## src/rtl/opdec_pkg.sv

```systemverilog
package opdec_pkg;

  localparam int unsigned OPC_W      = 8;
  localparam int unsigned NUM_GROUPS = 34;
  localparam logic [OPC_W-1:0] LOGIC_LO = 8'h16;
  localparam logic [OPC_W-1:0] LOGIC_HI = 8'h18;

  typedef struct packed {
    logic [OPC_W-1:0] first;
    logic [3:0]       log2n;
    logic             priv;
  } grp_t;

  // Group descriptor i, ascending first code; index is the flag bit.
  function automatic grp_t grp_desc(input int unsigned i);
    grp_t g;
    g = '{first: 8'h00, log2n: 4'd8, priv: 1'b1};
    case (i)
      0:  g = '{8'h01, 4'd0, 1'b0};
      1:  g = '{8'h02, 4'd0, 1'b0};
      2:  g = '{8'h03, 4'd0, 1'b0};
      3:  g = '{8'h04, 4'd0, 1'b0};
      4:  g = '{8'h06, 4'd0, 1'b0};
      5:  g = '{8'h08, 4'd0, 1'b0};
      6:  g = '{8'h09, 4'd0, 1'b0};
      7:  g = '{8'h0C, 4'd0, 1'b1};
      8:  g = '{8'h0D, 4'd0, 1'b1};
      9:  g = '{8'h0E, 4'd0, 1'b1};
      10: g = '{8'h10, 4'd0, 1'b0};
      11: g = '{8'h11, 4'd0, 1'b0};
      12: g = '{8'h14, 4'd0, 1'b0};
      13: g = '{8'h15, 4'd0, 1'b0};
      14: g = '{8'h19, 4'd0, 1'b0};
      15: g = '{8'h1A, 4'd0, 1'b0};
      16: g = '{8'h1B, 4'd0, 1'b0};
      17: g = '{8'h1C, 4'd0, 1'b0};
      18: g = '{8'h21, 4'd0, 1'b1};
      19: g = '{8'h49, 4'd0, 1'b1};
      20: g = '{8'h50, 4'd0, 1'b0};
      21: g = '{8'h56, 4'd0, 1'b0};
      22: g = '{8'h57, 4'd0, 1'b0};
      23: g = '{8'h58, 4'd0, 1'b0};
      24: g = '{8'h5B, 4'd0, 1'b0};
      25: g = '{8'h5F, 4'd0, 1'b0};
      26: g = '{8'h60, 4'd5, 1'b0};
      27: g = '{8'h80, 4'd4, 1'b0};
      28: g = '{8'h90, 4'd4, 1'b0};
      29: g = '{8'hF6, 4'd0, 1'b1};
      30: g = '{8'hF7, 4'd0, 1'b1};
      31: g = '{8'hF9, 4'd0, 1'b1};
      32: g = '{8'hFB, 4'd0, 1'b1};
      33: g = '{8'hFC, 4'd0, 1'b1};
      default: g = '{8'h00, 4'd8, 1'b1};
    endcase
    return g;
  endfunction

  function automatic logic [NUM_GROUPS-1:0] priv_mask();
    logic [NUM_GROUPS-1:0] m;
    for (int unsigned i = 0; i < NUM_GROUPS; i++) m[i] = grp_desc(i).priv;
    return m;
  endfunction

endpackage

```

## src/rtl/opdec_group_match.sv

```systemverilog
module opdec_group_match #(
  parameter int unsigned      OPC_W = 8,
  parameter logic [OPC_W-1:0] FIRST = '0,
  parameter int unsigned      LOG2N = 0,
  parameter bit               PRIV  = 1'b0
) (
  input  logic [OPC_W-1:0] opcode,
  input  logic             kernel,
  output logic             hit
);
  // Only the bits above the group size take part in the compare.
  localparam logic [OPC_W-1:0] CMP_MASK = {OPC_W{1'b1}} << LOG2N;
  localparam logic [OPC_W-1:0] CMP_VAL  = FIRST & CMP_MASK;

  logic prefix_eq;
  logic allowed;

  assign prefix_eq = ((opcode & CMP_MASK) == CMP_VAL);

  generate
    if (PRIV) begin : g_gated
      assign allowed = kernel;
    end else begin : g_open
      assign allowed = 1'b1;
    end
  endgenerate

  assign hit = prefix_eq & allowed;
endmodule

```

## src/rtl/opdec_hit_count.sv

```systemverilog
module opdec_hit_count #(
  parameter int unsigned W = 36
) (
  input  logic [W-1:0] hits,
  output logic         conflict
);
  localparam int unsigned CW = $clog2(W + 1);

  logic [CW-1:0] cnt;

  always_comb begin
    cnt = '0;
    for (int unsigned i = 0; i < W; i++) cnt = cnt + CW'(hits[i]);
  end

  assign conflict = (cnt > CW'(1));
endmodule

```

## src/rtl/opgrp_decoder.sv

```systemverilog
module opgrp_decoder
  import opdec_pkg::*;
#(
  parameter int unsigned NG = NUM_GROUPS
) (
  input  logic             clk,
  input  logic             rst,
  input  logic             valid_i,
  input  logic             kernel_i,
  input  logic [OPC_W-1:0] opcode_i,
  output logic [NG-1:0]    op_flags_o,
  output logic             logic_op_o,
  output logic             invalid_o,
  output logic             multi_hit_o
);
  localparam logic [NG-1:0] PRIV_GRPS = priv_mask();
  localparam int unsigned   ALL_W     = NG + 2;

  logic [NG-1:0]    grp_hit;
  logic             logic_hit;
  logic             inv_hit;
  logic [NG-1:0]    grp_q_d;
  logic             logic_d;
  logic             inv_d;
  logic             conflict;

  generate
    for (genvar g = 0; g < NG; g++) begin : g_grp
      opdec_group_match #(
        .OPC_W (OPC_W),
        .FIRST (grp_desc(g).first),
        .LOG2N (int'(grp_desc(g).log2n)),
        .PRIV  (grp_desc(g).priv)
      ) u_match (
        .opcode (opcode_i),
        .kernel (kernel_i),
        .hit    (grp_hit[g])
      );
    end
  endgenerate

  assign logic_hit = (opcode_i >= LOGIC_LO) && (opcode_i <= LOGIC_HI);
  assign inv_hit   = ~(|grp_hit) & ~logic_hit;

  // Qualify with the cycle-valid input.
  assign grp_q_d = valid_i ? grp_hit : '0;
  assign logic_d = valid_i & logic_hit;
  assign inv_d   = valid_i & inv_hit;

  opdec_hit_count #(.W(ALL_W)) u_count (
    .hits     ({grp_q_d, logic_d, inv_d}),
    .conflict (conflict)
  );

  always_ff @(posedge clk) begin
    if (rst) begin
      op_flags_o  <= '0;
      logic_op_o  <= 1'b0;
      invalid_o   <= 1'b0;
      multi_hit_o <= 1'b0;
    end else begin
      op_flags_o  <= grp_q_d;
      logic_op_o  <= logic_d;
      invalid_o   <= inv_d;
      multi_hit_o <= conflict;
    end
  end

  // reset clears every output at the next edge
  p_reset_clear_r8: assert property (@(posedge clk)
    rst |=> (op_flags_o == '0 && !logic_op_o && !invalid_o && !multi_hit_o));

  // idle cycle produces no output
  p_idle_quiet_r4: assert property (@(posedge clk) disable iff (rst)
    !valid_i |=> (op_flags_o == '0 && !logic_op_o && !invalid_o));

  // at most one decode output per cycle
  p_onehot_r5: assert property (@(posedge clk) disable iff (rst)
    1'b1 |=> $onehot0({op_flags_o, logic_op_o, invalid_o}));

  // privileged groups stay silent in user mode
  p_priv_gate_r3: assert property (@(posedge clk) disable iff (rst)
    (valid_i && !kernel_i) |=> ((op_flags_o & PRIV_GRPS) == '0));

  // a valid cycle always yields exactly one decode
  p_valid_decodes_r6: assert property (@(posedge clk) disable iff (rst)
    valid_i |=> ($countones({op_flags_o, logic_op_o, invalid_o}) == 1));

  // built-in table never conflicts
  p_no_conflict_r9: assert property (@(posedge clk) disable iff (rst)
    valid_i |=> !multi_hit_o);

  // logic opcodes raise only the logic flag
  p_logic_only_r7: assert property (@(posedge clk) disable iff (rst)
    (valid_i && opcode_i >= LOGIC_LO && opcode_i <= LOGIC_HI)
      |=> (logic_op_o && op_flags_o == '0 && !invalid_o));
endmodule

```

## config.mk

```make
export PLATFORM = sky130hd
export DESIGN_NAME = opgrp_decoder
export DESIGN_NICKNAME = d
export VERILOG_FILES = /design/src/rtl/opdec_pkg.sv /design/src/rtl/opdec_group_match.sv /design/src/rtl/opdec_hit_count.sv /design/src/rtl/opgrp_decoder.sv
export SDC_FILE = /design/constraint.sdc
export NUM_CORES = 1
export LEC_CHECK = 0
export ABC_AREA = 1
export BUFFER_PORTS_ARGS = -buffer_cell sky130_fd_sc_hd__buf_2
export CORE_MARGIN = 8
export CORE_UTILIZATION = 59
export DETAILED_ROUTE_END_ITERATION = 6
export PLACE_DENSITY = 0.84
export SLEW_MARGIN = 20
export SYNTH_ARGS = -nofsm -noshare
export SYNTH_HDL_FRONTEND = slang
export SYNTH_SLANG_ARGS = --single-unit
```

## constraint.sdc

```tcl
create_clock -name clk -period 13.2 [get_ports clk]
set_clock_uncertainty 0.05 [all_clocks]
set_input_delay 2.64 -clock clk [delete_from_list [all_inputs] [get_ports clk]]
set_output_delay 2.64 -clock clk [all_outputs]
set_load 0.01 [all_outputs]
```

======== Word-level counts from Yosys, hierarchy flattened ========
Cells that the tools add are included.
operators by class
  $add $sub $neg .......................... 35
  muxes and demuxes ....................... 1
  eq/ne operators ......................... 34
  $lt $le $gt $ge ......................... 3
  bitwise logic cells ..................... 15
  reductions and logical operators ........ 2
operators with widths
  cell                  number
  $add A6 B1 Y6         34
  $eq A8 B5 Y1 const B  8
  $eq A8 B7 Y1 const B  7
  $eq A8 B4 Y1 const B  5
  $eq A8 B8 Y1 const B  5
  $mux W34              1
  $reduce_or A34 Y1     1
  $eq A8 B2 Y1 const B  2
  $eq A8 B3 Y1 const B  2
  $and A1 B1 Y1         13
  $eq A4 B4 Y1 const B  2
  $eq A8 B1 Y1 const B  1
  $eq A8 B6 Y1 const B  1
  $ge A8 B5 Y1 const B  1
  $le A8 B5 Y1 const B  1
  $gt A6 B1 Y1 const B  1
  $eq A3 B2 Y1 const B  1
  $add A1 B1 Y2         1
  $not A1 Y1            2
  $logic_and A1 B1 Y1   1
storage, ports and cells
  input bits .............................. 12
  register bits ........................... 37
  logic and storage cells ................. 94

======== Depth between registers and ports, before layout ========
Gate-level depths: netlist of the first run.
  word-level depth ........................ 42
  depth in mapped cells ................... 27
  mapped depth without buffers ............ 27

======== Hierarchy ========
From an unflattened synthesis of the first run, not the netlist that was laid out.
second synthesis, totals
  cells, all modules ...................... 587
  area, all modules ....................... 3442.1 um^2
modules (own cells, without submodules)
  module                                      cells an instance  instances  area each (um^2)  seq. area each (um^2)
  opgrp_decoder                               200                1          1378.8            740.7
  opdec_hit_count                             108                1          932.1             0.0
  opdec_group_match at g_grp[17].u_match ...  9                  5          36.3              0.0
  opdec_group_match at g_grp[0].u_match ...   8                  5          30.0              0.0
  opdec_group_match at g_grp[16].u_match ...  10                 3          40.0              0.0
  opdec_group_match at g_grp[13].u_match ...  10                 3          37.5              0.0
  opdec_group_match at g_grp[29].u_match ...  8                  2          36.3              0.0
  opdec_group_match at g_grp[12].u_match ...  9                  2          33.8              0.0
  opdec_group_match at g_grp[30].u_match ...  8                  2          33.8              0.0
  opdec_group_match at g_grp[11].u_match ...  8                  2          32.5              0.0
  opdec_group_match at g_grp[8].u_match ...   7                  2          28.8              0.0
  opdec_group_match at g_grp[25].u_match      11                 1          48.8              0.0
  opdec_group_match at g_grp[18].u_match      9                  1          41.3              0.0
  opdec_group_match at g_grp[19].u_match      8                  1          37.5              0.0
  5 more rows                                 --                 --         --                --

======== Worst setup path after synthesis of the first run ========
No wires, ideal clock.
  kind .................................... input port to flip-flop
  from .................................... input opcode_i[6]
  to ...................................... register multi_hit_o
  data required time ...................... 13018 ps
  cell stages on the path ................. 23
  library setup time ...................... 132 ps
  arrival ................................. 7721 ps
  path slack .............................. 5296 ps
  path through ............................ inv_1 nand2_2 nor2_4 nand2_2 nand2_1 nor2_1 nand2_1 nor2_1 nand3_1 inv_1 ha_1 inv_1 fa_1 fa_1 fa_1 fa_1 fa_1 fa_1 fa_1 fa_1 nand2_1 nor3_1 a21oi_1
on the way
  cells in the longest elaborated chain, start to end .. 42
  elaborated cells on any way between the ends .. 90
  classes of those cells .................. add/sub: 35; order compare: 3; eq/ne: 34; mux: 1; bitwise: 15; reduce/logical: 2
ends and longest elaborated chain
  item                                  RTL line                 RTL
  start, declared                       opgrp_decoder.sv:10      input logic [OPC_W-1:0] opcode_i,
  $eq A8 B4 Y1 (tied with other cells)  opdec_group_match.sv:18  assign prefix_eq = ((opcode & CMP_MASK) == CMP_VAL);
  $and A1 B1 Y1                         opdec_group_match.sv:28  assign hit = prefix_eq & allowed;
  $reduce_or A34 Y1                     opgrp_decoder.sv:43      assign inv_hit = ~(|grp_hit) & ~logic_hit;
  $not A1 Y1                            opgrp_decoder.sv:43
  $and A1 B1 Y1 *                       opgrp_decoder.sv:43
  $and A1 B1 Y1 *                       opgrp_decoder.sv:48      assign inv_d = valid_i & inv_hit;
  named net inv_d                       opgrp_decoder.sv:24      logic inv_d;
  $add A1 B1 Y2 *                       opdec_hit_count.sv:13    for (int unsigned i = 0; i < W; i++) cnt = cnt + CW'(hits[i]);
  $add A6 B1 Y6 * (34 in a row)         opdec_hit_count.sv:13
  $gt A6 B1 Y1 *                        opdec_hit_count.sv:16    assign conflict = (cnt > CW'(1));
  end signal, assigned                  opgrp_decoder.sv:65      multi_hit_o <= conflict;
  end, declared                         opgrp_decoder.sv:14      output logic multi_hit_o
The timed path passes the listed nets; every way through them passes the cells marked *.
A chain may end at the register's enable or synchronous reset.

======== Worst setup path in the final report of the first run ========
Same ends and word-level chain as after synthesis.

==> flow_summary.ini, run 1 <==
[yosys]
yosysTopAreaCell = dfxtp_1
syn_inst = 327
synth_fa_ha_area_share_pct = 26.90
yosys-mux-area-fraction_pct = 0
avgSynthCellArea_um2 = 7.511
synth_compound_area_share_pct = 0.9170
synth_xor_area_share_pct = 0
ys_ff_latch = 37
synth_top_family_by_area = simple AND/OR/NAND/NOR gates
yosys_warnings = 0
syn_nets = 375
synth_area_leaders = dfxtp_1 (30%), fa_1 (23%), nor2_1 (12%)
ys_seq_area_share_pct = 30.16
synth.distinct_cells = 19
synth_top_cell_area_share_pct = 30.16
yosys.area_share.simple_pct = 32.65
synth_area_um2 = 2456

[timing]
final_hold_viol_count = 0
drv_slew = 0
timing.final.crit_share_pct = 61.57
fin_crit_ns = 8.127
fin_setup_tns_ns = 0
worstMarginPinSlew_ns = 0.6414
slew_headroom_pct = 57.24
fmax_mhz = 123.1
setup_violations = 0
grt_setup_unrepaired = false

[job]
drv_cap = 0

[finish]
multi_input_area_um2 = 1485
nFillCells = 339
nets = 422
syn2layout_area_growth_pct = 15.64
final_cell_mix = nor2_1 (80), nand2_1 (60), inv_1 (51), buf_2 (48), dfxtp_1 (37)
final_common_cell = nor2_1
diodes = 0
layout-drive-gt1-share_pct = 19.47
fin_util_pct = 71.00
regArea_um2 = 740.7

[global_routing]
grt_max_degree = 38
overflow = 0
grt_pass1_vias = 2298
antenna_found_initial = 0
grt_usage_pct = 21.72
grt_pass1_wl_mm = 10.87

[floorplanning]
fp-row-count = 23
die_y_um = 80.52
ios = 49
die_area_um2 = 6483
die_x_um = 80.52
core-area_um2 = 4000
initial_utilization_pct = 61.40

[clock_network]
clockBufferDepth = 2
cts_buffers = 5
clkTransAtPathRegs_ns = 0.08
clock_sinks = 37
post_cts_resized = 0
clock-root-buffer = clkbuf_8
hold_buffers = 0
postCtsSetupBuffers = 0
cts_tree = done
cts_max_level = 2

[place]
numPortBuffers = 48
gp_congestion = 0.9417
dp_hpwl_mm = 5.151

[worst_setup_path]
crit_buf_inv = 4
endpoint_kind = flip-flop
crit_arrival_ns = 8.24
slowest_stage = fa_1
path_delay_family = adder cells
startpoint_type = input pin
crit_top_cell = fa_1
cp.required_ns = 13.31
critPathMaxFanout = 5
crit_chain = buf_2 > inv_1 > nand2_2 > nor2_1 > nand2_1 > nand2_1 > nor2_1 > nand2_1 > nor2_1 > nand3_1 > inv_1 > ha_1 > inv_1 > fa_1 > fa_1 > fa_1 > fa_1 > fa_1 > fa_1 > fa_1 > fa_1 > nand2_1 > nor3_1 > a21oi_1
max_stage_delay_ns = 0.56
worstSetupPathType = input pin to flip-flop

[pwr]
cellPowerDensity_nw_per_um2 = 83.59
p_leak_nw = 1.409
p_total_w = 0.0002374
ir_worst_vdd_mv = 0.08275

[drt]
drtAntennaViolNets = 0
vias_per_cell = 5.294
drc = 0
wl_per_cell_um = 15.10
via_count = 2250
firstDrtPassIters = 6
routed_wl_mm = 6.416
drtIter0Drc = 357

[hold_path]
min_path_cells = 3
min_to = op_flags_o[26]
holdCritStartpoint = opcode_i[5]
hold_path_class = input pin to flip-flop

[outcome]
status = finished clean
routing by layer:
| metal | global-route usage [%] | vias to the layer above | share of wire [%] |
|---|---|---|---|
| li1 | - | 1069 | - |
| met1 | 26.00 | 1035 | 40 |
| met2 | 35.36 | 130 | 48 |
| met3 | 4.911 | 16 | 9.8 |
| met4 | 11.45 | 0 | 2.5 |
| met5 | 0 | - | 0 |
synthesized netlist by cell type:
| cell | number |
|---|---|
| nor2_1 | 80 |
| nand2_1 | 60 |
| inv_1 | 51 |
| dfxtp_1 | 37 |
| fa_1 | 28 |
| nand3_1 | 18 |
| nor3_1 | 14 |
| nand2_2 | 9 |
| ha_1 | 8 |
| clkbuf_1 | 5 |
| nor2_2 | 4 |
| a21oi_1 | 2 |
| buf_1 | 2 |
| inv_2 | 2 |
| nand4_1 | 2 |
| nor2_4 | 2 |
| buf_2 | 1 |
| o21ai_0 | 1 |
| o31ai_1 | 1 |
metrics by stage:
step	hold WS [ns]	instances	worst slack [ns]	area [um2]
2_1_floorplan	2.770	327	5.296	2456
3_3_place_gp	2.958	417	4.813	2728
3_5_place_dp	2.954	417	4.813	2728
4_1_cts	2.634	425	5.087	2840
5_1_grt	2.659	425	4.777	2840
6_report	2.647	425	5.073	2840
area by class of cell:
class	instances	area share [%]
Inverter	53	7.004
Timing Repair Buffer	48	8.458
Tap cell	50	2.203
Clock inverter	3	1.542
Sequential cell	37	26.08
Multi-Input combinational cell	229	52.29
Clock buffer	5	2.423
cell families (layout without fill, tap and decap cells):
group	Yosys count	in the layout
fa+ha+maj	36	36
buf+inv	61	109
simple gates	189	189
flops	37	37
compound gates	4	4
registers in the layout, summed over array words and instances, names as in the netlist:
signal       cells
invalid_o        1
logic_op_o       1
op_flags_o      34
multi_hit_o      1
how the worst max path moves through the flow:
stage,from,to,cells after the start
final,opcode_i[6],multi_hit_o,24
after global placement,opcode_i[6],multi_hit_o,24
after global routing,opcode_i[6],multi_hit_o,24
after detailed placement,opcode_i[6],multi_hit_o,24
after CTS,opcode_i[6],multi_hit_o,24
after floorplan,opcode_i[6],multi_hit_o,23
power by group:
part           internal (W)  switching (W)
clock network     0.0000566      0.0000441
registers          0.000112    0.000000104
logic            0.00000716      0.0000174
Power figures use the tool's default switching activity.
==> run 2, diff against run 1 <==
--- a/config.mk
+++ b/config.mk
@@ -8,9 +8,9 @@
 export ABC_AREA = 1
 export BUFFER_PORTS_ARGS = -buffer_cell sky130_fd_sc_hd__buf_2
 export CORE_MARGIN = 8
-export CORE_UTILIZATION = 59
+export CORE_UTILIZATION = 55
 export DETAILED_ROUTE_END_ITERATION = 6
-export PLACE_DENSITY = 0.84
+export PLACE_DENSITY = 0.79
 export SLEW_MARGIN = 20
 export SYNTH_ARGS = -nofsm -noshare
 export SYNTH_HDL_FRONTEND = slang
==> constraint.sdc (replaced) <==
create_clock -name clk -period 7.8 [get_ports clk]
set_clock_uncertainty 0.05 [all_clocks]
set_input_delay 1.56 -clock clk [delete_from_list [all_inputs] [get_ports clk]]
set_output_delay 1.56 -clock clk [all_outputs]
set_load 0.01 [all_outputs]
==> flow_summary.ini, run 2 (synthesis gave the netlist of run 1 again) <==
[pwr]
ir_worst_vdd_mv = 0.1169
cellPowerDensity_nw_per_um2 = 140.3
p_total_w = 0.0004010
p_leak_nw = 1.418

[clock_network]
hold_buffers = 0
postCtsSetupBuffers = 0
clock-root-buffer = clkbuf_8
cts_buffers = 5
post_cts_resized = 0
clockBufferDepth = 2
clkTransAtPathRegs_ns = 0.09
cts_max_level = 2
clock_sinks = 37
cts_tree = done

[floorplanning]
core-area_um2 = 4324
fp-row-count = 24
die_area_um2 = 6860
die_y_um = 82.83
die_x_um = 82.83
ios = 49
initial_utilization_pct = 56.80

[drt]
routed_wl_mm = 6.206
drc = 0
drtIter0Drc = 306
firstDrtPassIters = 6
via_count = 2226
vias_per_cell = 5.189
drtAntennaViolNets = 0
wl_per_cell_um = 14.47

[worst_setup_path]
cp.required_ns = 7.92
worstSetupPathType = input pin to flip-flop
endpoint_kind = flip-flop
startpoint_type = input pin
crit_arrival_ns = 7.20
critPathMaxFanout = 6

[global_routing]
gr-usage-met2_pct = 29.92
grt_pass1_vias = 2203
grt_max_degree = 38
overflow = 0
grt_pass1_wl_mm = 10.64
antenna_found_initial = 0
grt_usage_pct = 18.64
busiest_layer = met2
use_met1_pct = 23.24
grtUsageMet3_pct = 5.078

[timing]
fmax_mhz = 141.2
grt_setup_unrepaired = false
final_hold_viol_count = 0
slew_headroom_pct = 57.67
fin_setup_tns_ns = 0
fin_crit_ns = 7.081
timing.final.crit_share_pct = 90.78
worstMarginPinSlew_ns = 0.6349
drv_slew = 0
setup_violations = 0

[outcome]
status = finished clean

[finish]
diodes = 0
nets = 424
final_common_cell = nor2_1
largest_register_ffs = 34
final_cell_mix = nor2_1 (80), nand2_1 (60), inv_1 (51), buf_2 (48), dfxtp_1 (37)
largest_register = op_flags_o
syn2layout_area_growth_pct = 16.35
layout-drive-gt1-share_pct = 19.89
fin_cells = 429
design_area_um2 = 2858

[place]
dp_hpwl_mm = 5.045
gp_congestion = 0.9646
place_area_um2 = 2745
dp.cells = 421
numPortBuffers = 48

[job]
drv_cap = 0

[hold_path]
hold_path_class = input pin to flip-flop
run 2: cell count changes in the layout (fill, tap and decap cells not counted), sizes merged:
cell,change
buf,+2
run 2: per-stage QoR:
stage | setup slack, ns | util [%] | hold WS [ns]
6_report | 0.7188 | 66.09 | 1.592
2_1_floorplan | 0.9762 | - | 1.690
3_5_place_dp | 0.4853 | 63.48 | 1.891
3_3_place_gp | 0.5694 | 63.48 | 1.892
5_1_grt | 0.4454 | 66.09 | 1.597
4_1_cts | 0.7775 | 66.09 | 1.588
run 2: final cells by class:
class / count / area, um2
Timing Repair Buffer: 50 / 255.2
Multi-Input combinational cell: 229 / 1485
Fill cell: 398 / 1466
Inverter: 53 / 198.9
Clock buffer: 5 / 68.82
Clock inverter: 3 / 43.79
Tap cell: 52 / 65.06
Sequential cell: 37 / 740.7
run 2: path summary, 6_finish.rpt:
path,start,endpoint,slack [ns],depth (start not counted)
max,opcode_i[2],multi_hit_o,0.72,24
min,opcode_i[5],op_flags_o[26],1.59,3
run 2: critical path, stage by stage:
cell	delay (ns)
buf_2	0.14
inv_1	0.09
nand2_2	0.10
nor2_1	0.34
nand2_1	0.10
nand2_1	0.07
nor2_1	0.04
nand2_1	0.06
nor2_1	0.06
nand3_1	0.09
inv_1	0.06
ha_1	0.28
inv_1	0.06
fa_1	0.43
fa_1	0.54
fa_1	0.45
fa_1	0.51
fa_1	0.53
fa_1	0.43
fa_1	0.43
fa_1	0.51
nand2_1	0.05
nor3_1	0.16
a21oi_1	0.08
run 2: power by group:
group / total, W / internal (W) / switching (W)
combinational: 0.0000427 / 0.0000129 / 0.0000298
sequential: 0.000190 / 0.000190 / 0.000000193
clock: 0.000169 / 0.0000958 / 0.0000727
run 2: per-layer routing:
metal	vias to the layer above	wire length [um]
met1	1021	2676
li1	1075	-
met2	106	2893
met4	0	190
met3	24	446
met5	-	0
